### src/rtl/fe_pkg.sv
package fe_pkg;
    localparam int RX_N  = 4;
    localparam int TX_N  = 7;
    localparam int BUF_N = 6;

    // receive flag positions
    localparam int RX_BIG  = 0;
    localparam int RX_RUNT = 1;
    localparam int RX_CRC  = 2;
    localparam int RX_GOOD = 3;

    // counter selector used by the counter generate loop
    localparam int CNT_COL  = 0;
    localparam int CNT_MISS = 1;
    localparam int CNT_NUM  = 2;
endpackage

### src/rtl/fe_rx_accept.sv
module fe_rx_accept
    import fe_pkg::*;
#(
    parameter int LEN_W = 12
) (
    input  logic             vld,
    input  logic [RX_N-1:0]  stat,
    input  logic [RX_N-1:0]  acc,
    input  logic [LEN_W-1:0] len_in,
    output logic             keep,
    output logic             drop,
    output logic [LEN_W-1:0] len_out
);
    localparam int ERR_N = RX_GOOD;

    logic [ERR_N-1:0] err_refused;
    logic             good_refused;
    logic             ok;

    always_comb begin
        err_refused  = stat[ERR_N-1:0] & ~acc[ERR_N-1:0];
        good_refused = stat[RX_GOOD] & ~acc[RX_GOOD];
        ok           = ~(|err_refused) & ~good_refused;
        keep         = vld & ok;
        drop         = vld & ~ok;
        len_out      = keep ? len_in : '0;
    end
endmodule

### src/rtl/fe_evt_reg.sv
module fe_evt_reg #(
    parameter int W = 4
) (
    input  logic         clk,
    input  logic         rst_n,
    input  logic         vld,
    input  logic [W-1:0] set,
    input  logic         clr,
    output logic [W-1:0] evt
);
    typedef struct packed {
        logic [W-1:0] bits;
    } evt_state_t;

    evt_state_t st_d, st_q;

    always_comb begin
        st_d = st_q;
        if (clr) begin
            st_d.bits = '0;
        end
        if (vld) begin
            st_d.bits = st_d.bits | set;
        end
    end

    always_ff @(posedge clk) begin
        if (!rst_n) begin
            st_q <= '0;
        end else begin
            st_q <= st_d;
        end
    end

    assign evt = st_q.bits;
endmodule

### src/rtl/fe_ovf_counter.sv
module fe_ovf_counter #(
    parameter int CNT_W = 10
) (
    input  logic             clk,
    input  logic             rst_n,
    input  logic             inc,
    input  logic             rd,
    output logic [CNT_W-1:0] cnt,
    output logic             ovf
);
    localparam logic [CNT_W-1:0] EDGE_VAL = {1'b0, {(CNT_W-1){1'b1}}};

    typedef struct packed {
        logic [CNT_W-1:0] cnt;
        logic             ovf;
    } cnt_state_t;

    cnt_state_t st_d, st_q;

    always_comb begin
        st_d = st_q;
        if (rd) begin
            st_d.cnt = '0;
            st_d.ovf = 1'b0;
        end
        if (inc) begin
            st_d.cnt = st_d.cnt + 1'b1;
            if (!rd && st_q.cnt == EDGE_VAL) begin
                st_d.ovf = 1'b1;
            end
        end
    end

    always_ff @(posedge clk) begin
        if (!rst_n) begin
            st_q <= '0;
        end else begin
            st_q <= st_d;
        end
    end

    assign cnt = st_q.cnt;
    assign ovf = st_q.ovf;
endmodule

### src/rtl/frame_evt_irq.sv
module frame_evt_irq
    import fe_pkg::*;
#(
    parameter int LEN_W = 12,
    parameter int CNT_W = 10
) (
    input  logic             clk,
    input  logic             rst_n,
    input  logic             rx_stat_vld,
    input  logic [3:0]       rx_stat,
    input  logic [LEN_W-1:0] rx_len_in,
    input  logic [3:0]       rx_ie,
    input  logic [3:0]       rx_acc,
    output logic             rx_keep,
    output logic             rx_drop,
    output logic [LEN_W-1:0] rx_len_out,
    output logic [3:0]       rx_evt,
    input  logic             rx_evt_clr,
    input  logic             tx_stat_vld,
    input  logic [6:0]       tx_stat,
    input  logic [6:0]       tx_ie,
    output logic [6:0]       tx_evt,
    input  logic             tx_evt_clr,
    input  logic             tx_coll_pulse,
    input  logic             rx_miss_pulse,
    output logic [CNT_W-1:0] col_cnt,
    output logic [CNT_W-1:0] miss_cnt,
    input  logic             col_cnt_rd,
    input  logic             miss_cnt_rd,
    input  logic             col_ovf_ie,
    input  logic             miss_ovf_ie,
    output logic             col_ovf,
    output logic             miss_ovf,
    input  logic [5:0]       buf_pulse,
    input  logic [5:0]       buf_ie,
    output logic [5:0]       buf_evt,
    input  logic             buf_evt_clr,
    output logic             irq
);
    fe_rx_accept #(.LEN_W(LEN_W)) u_acc (
        .vld     (rx_stat_vld),
        .stat    (rx_stat),
        .acc     (rx_acc),
        .len_in  (rx_len_in),
        .keep    (rx_keep),
        .drop    (rx_drop),
        .len_out (rx_len_out)
    );

    fe_evt_reg #(.W(RX_N)) u_rx_evt (
        .clk (clk), .rst_n (rst_n), .vld (rx_stat_vld),
        .set (rx_stat), .clr (rx_evt_clr), .evt (rx_evt)
    );

    fe_evt_reg #(.W(TX_N)) u_tx_evt (
        .clk (clk), .rst_n (rst_n), .vld (tx_stat_vld),
        .set (tx_stat), .clr (tx_evt_clr), .evt (tx_evt)
    );

    fe_evt_reg #(.W(BUF_N)) u_buf_evt (
        .clk (clk), .rst_n (rst_n), .vld (|buf_pulse),
        .set (buf_pulse), .clr (buf_evt_clr), .evt (buf_evt)
    );

    logic [CNT_NUM-1:0]   c_inc, c_rd, c_ovf, c_ie;
    logic [CNT_W-1:0]     c_val [CNT_NUM];

    assign c_inc[CNT_COL]  = tx_coll_pulse;
    assign c_inc[CNT_MISS] = rx_miss_pulse;
    assign c_rd[CNT_COL]   = col_cnt_rd;
    assign c_rd[CNT_MISS]  = miss_cnt_rd;
    assign c_ie[CNT_COL]   = col_ovf_ie;
    assign c_ie[CNT_MISS]  = miss_ovf_ie;

    for (genvar g = 0; g < CNT_NUM; g++) begin : g_cnt
        fe_ovf_counter #(.CNT_W(CNT_W)) u_cnt (
            .clk   (clk),
            .rst_n (rst_n),
            .inc   (c_inc[g]),
            .rd    (c_rd[g]),
            .cnt   (c_val[g]),
            .ovf   (c_ovf[g])
        );
    end

    assign col_cnt  = c_val[CNT_COL];
    assign miss_cnt = c_val[CNT_MISS];
    assign col_ovf  = c_ovf[CNT_COL];
    assign miss_ovf = c_ovf[CNT_MISS];

    always_comb begin
        irq = (|(rx_evt & rx_ie)) | (|(tx_evt & tx_ie)) |
              (|(buf_evt & buf_ie)) | (|(c_ovf & c_ie));
    end
endmodule

### config.mk
export PLATFORM = sky130hd
export DESIGN_NAME = frame_evt_irq
export DESIGN_NICKNAME = d
export VERILOG_FILES = /design/src/rtl/fe_pkg.sv /design/src/rtl/fe_rx_accept.sv /design/src/rtl/fe_evt_reg.sv /design/src/rtl/fe_ovf_counter.sv /design/src/rtl/frame_evt_irq.sv
export SDC_FILE = /design/constraint.sdc
export NUM_CORES = 1
export LEC_CHECK = 0
export ABC_AREA = 1
export BUFFER_PORTS_ARGS = -buffer_cell sky130_fd_sc_hd__clkbuf_2
export CAP_MARGIN = 15
export CORE_AREA = 2 2 71 73
export CTS_CLUSTER_SIZE = 16
export DETAILED_ROUTE_END_ITERATION = 10
export DIE_AREA = 0 0 73 75
export GPL_TIMING_DRIVEN = 1
export PLACE_DENSITY = 0.79
export SYNTH_ARGS = -nofsm -noshare
export SYNTH_HDL_FRONTEND = slang
export SYNTH_SLANG_ARGS = --single-unit
### constraint.sdc
create_clock -name clk -period 1.5 [get_ports clk]
set_input_delay 0.075 -clock clk [delete_from_list [all_inputs] [get_ports clk]]
set_output_delay 0.075 -clock clk [all_outputs]
set_load 0.05 [all_outputs]
==> results.json <==
{
  "critPathLaunch": "u_buf_evt.evt[2]$_SDFF_PN0_",
  "crit_path_end": "irq",
  "cp-end-kind": "primary output",
  "cp_top_family": "simple AND/OR/NAND/NOR gates",
  "fp.dieArea_um2": 5480,
  "fmax_mhz": 728,
  "use_met2_pct": 37.0,
  "grt_max_degree": 21,
  "start_util_pct": 43.1,
  "crit_chain": "nand2_1 -> nand4_1 -> nor3_2 -> nand2_1 -> buf_2",
  "netSwitchingPower_mw": 0.775,
  "clock_sinks": 39,
  "antenna_found_initial": 0,
  "met3_usage_pct": 4.15,
  "synth-edff-count": 0,
  "syn_area_um2": 2010,
  "cts_tree": "built",
  "yosysTopAreaCell": "dfxtp_1",
  "rrSetupSlack_ps": 190,
  "power.density_nw_per_um2": 829,
  "slew_headroom_pct": 74.7,
  "synth_cell_types": 23,
  "via_per_inst": 4.76,
  "cpMaxStageDelayCell": "dfxtp_1",
  "nFillCells": 460,
  "gp_congestion": 0.915,
  "io_pins": 117,
  "comb_power_share_pct": 21.3,
  "internal-power_mw": 1.56,
  "arrival_ps": 1300,
  "fin_crit_sh_pct": 91.6,
  "ctsLongestPathBuffers": 2,
  "grtUsageTotal_pct": 19.9,
  "r2r_start": "g_cnt[0].u_cnt.cnt[0]$_SDFF_PN0_",
  "ir_drop_uv": 556,
  "postSynthAreaPerCell_um2": 6.28,
  "final-hold-violation-count": 0,
  "routed_wl_um": 5550,
  "clk-insertion-delay-late_ps": 300,
  "async_flop_share_pct": 0,
  "first_global_vias": 2064,
  "cp_max_fo": 3,
  "cts-root-buf": "clkbuf_8",
  "worst_pin_slew_ps": 378,
  "setup_tns_ps": 0,
  "post-synth-top-count-cell": "nand2_1",
  "drive_gt1_share_pct": 32.6,
  "switching_share_pct": 33.2,
  "reg2reg_depth": 10,
  "syn_inst": 320,
  "fin_nets": 512,
  "required_ps": 1420,
  "ant_nets": 0,
  "start_kind": "flip-flop",
  "max_stage_delay_ps": 340,
  "r2r_end": "g_cnt[0].u_cnt.cnt[8]$_SDFF_PN0_",
  "synth.area.top_cells": "dfxtp_1 39%, nand2_1 18%, nor2_1 9.3%",
  "die_w_um": 73,
  "areaGrowthSynthToFinish_pct": 40.2,
  "drc_errors": 0,
  "status": "completed",
  "diodes": 0,
  "fin_worst_skew_ps": 10.6,
  "place_hpwl_um": 4370,
  "portBuffers": 116,
  "grt_pass1_wl_um": 8400,
  "grt.busiest_layer": "met2",
  "min_path_type": "in2reg",
  "numCtsBuffers": 5,
  "maxSlewViolCount": 0,
  "synth_top_flop_cell": "dfxtp_1",
  "p_seq_share_pct": 47.0,
  "synth_common_cells": "94 x nand2_1, 50 x nor2_1, 44 x inv_1",
  "path_class": "reg2out",
  "clkTransAtPathRegs_ps": 90,
  "yosys_register_bits": 39,
  "syn_nets": 385,
  "p_leak_nw": 1.48,
  "p_total_mw": 2.33,
  "first_iter_violations": 95,
  "row_count": 25,
  "coreArea_um2": 4660,
  "drt_first_pass_iters": 4,
  "synth_sequential_area_ratio_pct": 38.9,
  "die-height_um": 75,
  "vias": 2391,
  "path_common_cell": "nand2_1",
  "crit_buf_inv": 1,
  "synth_warnings": 0,
  "rsz0062_at_grt": "no",
  "grt_overflow": 0,
  "wire_per_inst_um": 11.0,
  "use_met1_pct": 21.4,
  "fin_crit_ps": 1370,
  "critical_path_cell_count": 5,
  "htree_levels": 2,
  "drv_cap": 0,
  "clockPowerShare_pct": 31.7,
  "synth_top_area_share_pct": 38.9,
  "setup_viol": 0
}
## tightest hold or removal path: stages
cell	delay, ps
clkbuf_2	80
nand2_1	40
a21oi_1	60
## routing by layer
layer	vias up	routed length, um	part of all wire (%)
met4	0	88	1.6
met2	93	2800	51
li1	1248	-	-
met3	9	398	7.2
met1	1041	2260	41
met5	-	0	0
## power by group through the flow
stage | clock network (mW) | logic, mW | registers (mW)
after floorplan | 0 | 0.196 | 1.23
after global placement | 0 | 0.481 | 1.12
after detailed placement | 0 | 0.484 | 1.12
after CTS | 0.759 | 0.497 | 1.10
after global routing | 0.800 | 0.537 | 1.10
final | 0.741 | 0.496 | 1.10
## registers in the layout, summed over array words and instances (netlist names)
register,flops
u_tx_evt.evt,7
g_cnt.u_cnt.ovf,2
u_buf_evt.evt,6
u_rx_evt.evt,4
g_cnt.u_cnt.cnt,20
## layout make-up
class / count / area [um^2] / area share [%]
inverters: 49 / 184 / 6.53
multi-input cells: 226 / 1020 / 36.1
clock buffers: 5 / 68.8 / 2.44
flip-flops and latches: 39 / 786 / 27.9
well taps: 54 / 67.6 / 2.40
repair buffers: 126 / 671 / 23.8
clock inverters: 3 / 23.8 / 0.844
## logic make-up after synthesis
logic type,count (synthesis),share of synthesized area (%)
fa+ha+maj,2,1.25
compound gates,45,11.5
flops,39,38.9
simple gates,179,37.6
buf+inv,55,10.8
## cells in the final DEF, fill, tap and decap left out, types with 4 or more instances in the layout
cell type      synthesis  final
buf_4                  0      4
dfxtp_2                0      4
nand2_1               94     94
nand3_1               14     14
nor3_1                 6      5
clkbuf_8               0      5
inv_2                  4      4
a21oi_1               32     32
dlygate4sd3_1          0      6
clkbuf_2               0    115
nand4_1                5      5
o21ai_0               10     10
dfxtp_1               39     35
nor2_1                50     50
inv_1                 44     44
## what timing repair did
| action | 4_1_cts | 5_1_grt |
|---|---|---|
| hold endpoints to repair | 6 | 0 |
| setup endpoints to repair | 0 | 1 |
| resized for setup | 0 | 2 |
| hold buffers | 6 | 0 |
| setup buffers | 0 | 0 |
## through the flow
step / area [um^2] / hold WS (ps) / setup WS, ps / cells / util (%)
after floorplan: 2010 / 192 / 61.9 / 320 / -
after global placement: 2660 / 286 / 291 / 488 / 57.0
after detailed placement: 2660 / 290 / 207 / 488 / 57.0
after CTS: 2810 / 6.01 / 46.0 / 502 / 60.3
after global routing: 2820 / 7.70 / 12.3 / 502 / 60.4
final: 2820 / 6.10 / 125 / 502 / 60.4
## worst min-delay path by stage
| stage | startpoint | to | slack (ps) | cells past startpoint |
|---|---|---|---|---|
| floorplan | buf_pulse[0] | u_buf_evt.evt[0]$_SDFF_PN0_ | 190 | 2 |
| global placement | buf_pulse[4] | u_buf_evt.evt[4]$_SDFF_PN0_ | 290 | 3 |
| detailed placement | buf_pulse[1] | u_buf_evt.evt[1]$_SDFF_PN0_ | 290 | 3 |
| CTS | tx_stat[1] | u_tx_evt.evt[1]$_SDFF_PN0_ | 6 | 3 |
| global route | tx_stat[1] | u_tx_evt.evt[1]$_SDFF_PN0_ | 8 | 3 |
| finish | tx_stat[5] | u_tx_evt.evt[5]$_SDFF_PN0_ | 6 | 3 |
Power figures use the tool's default switching activity.
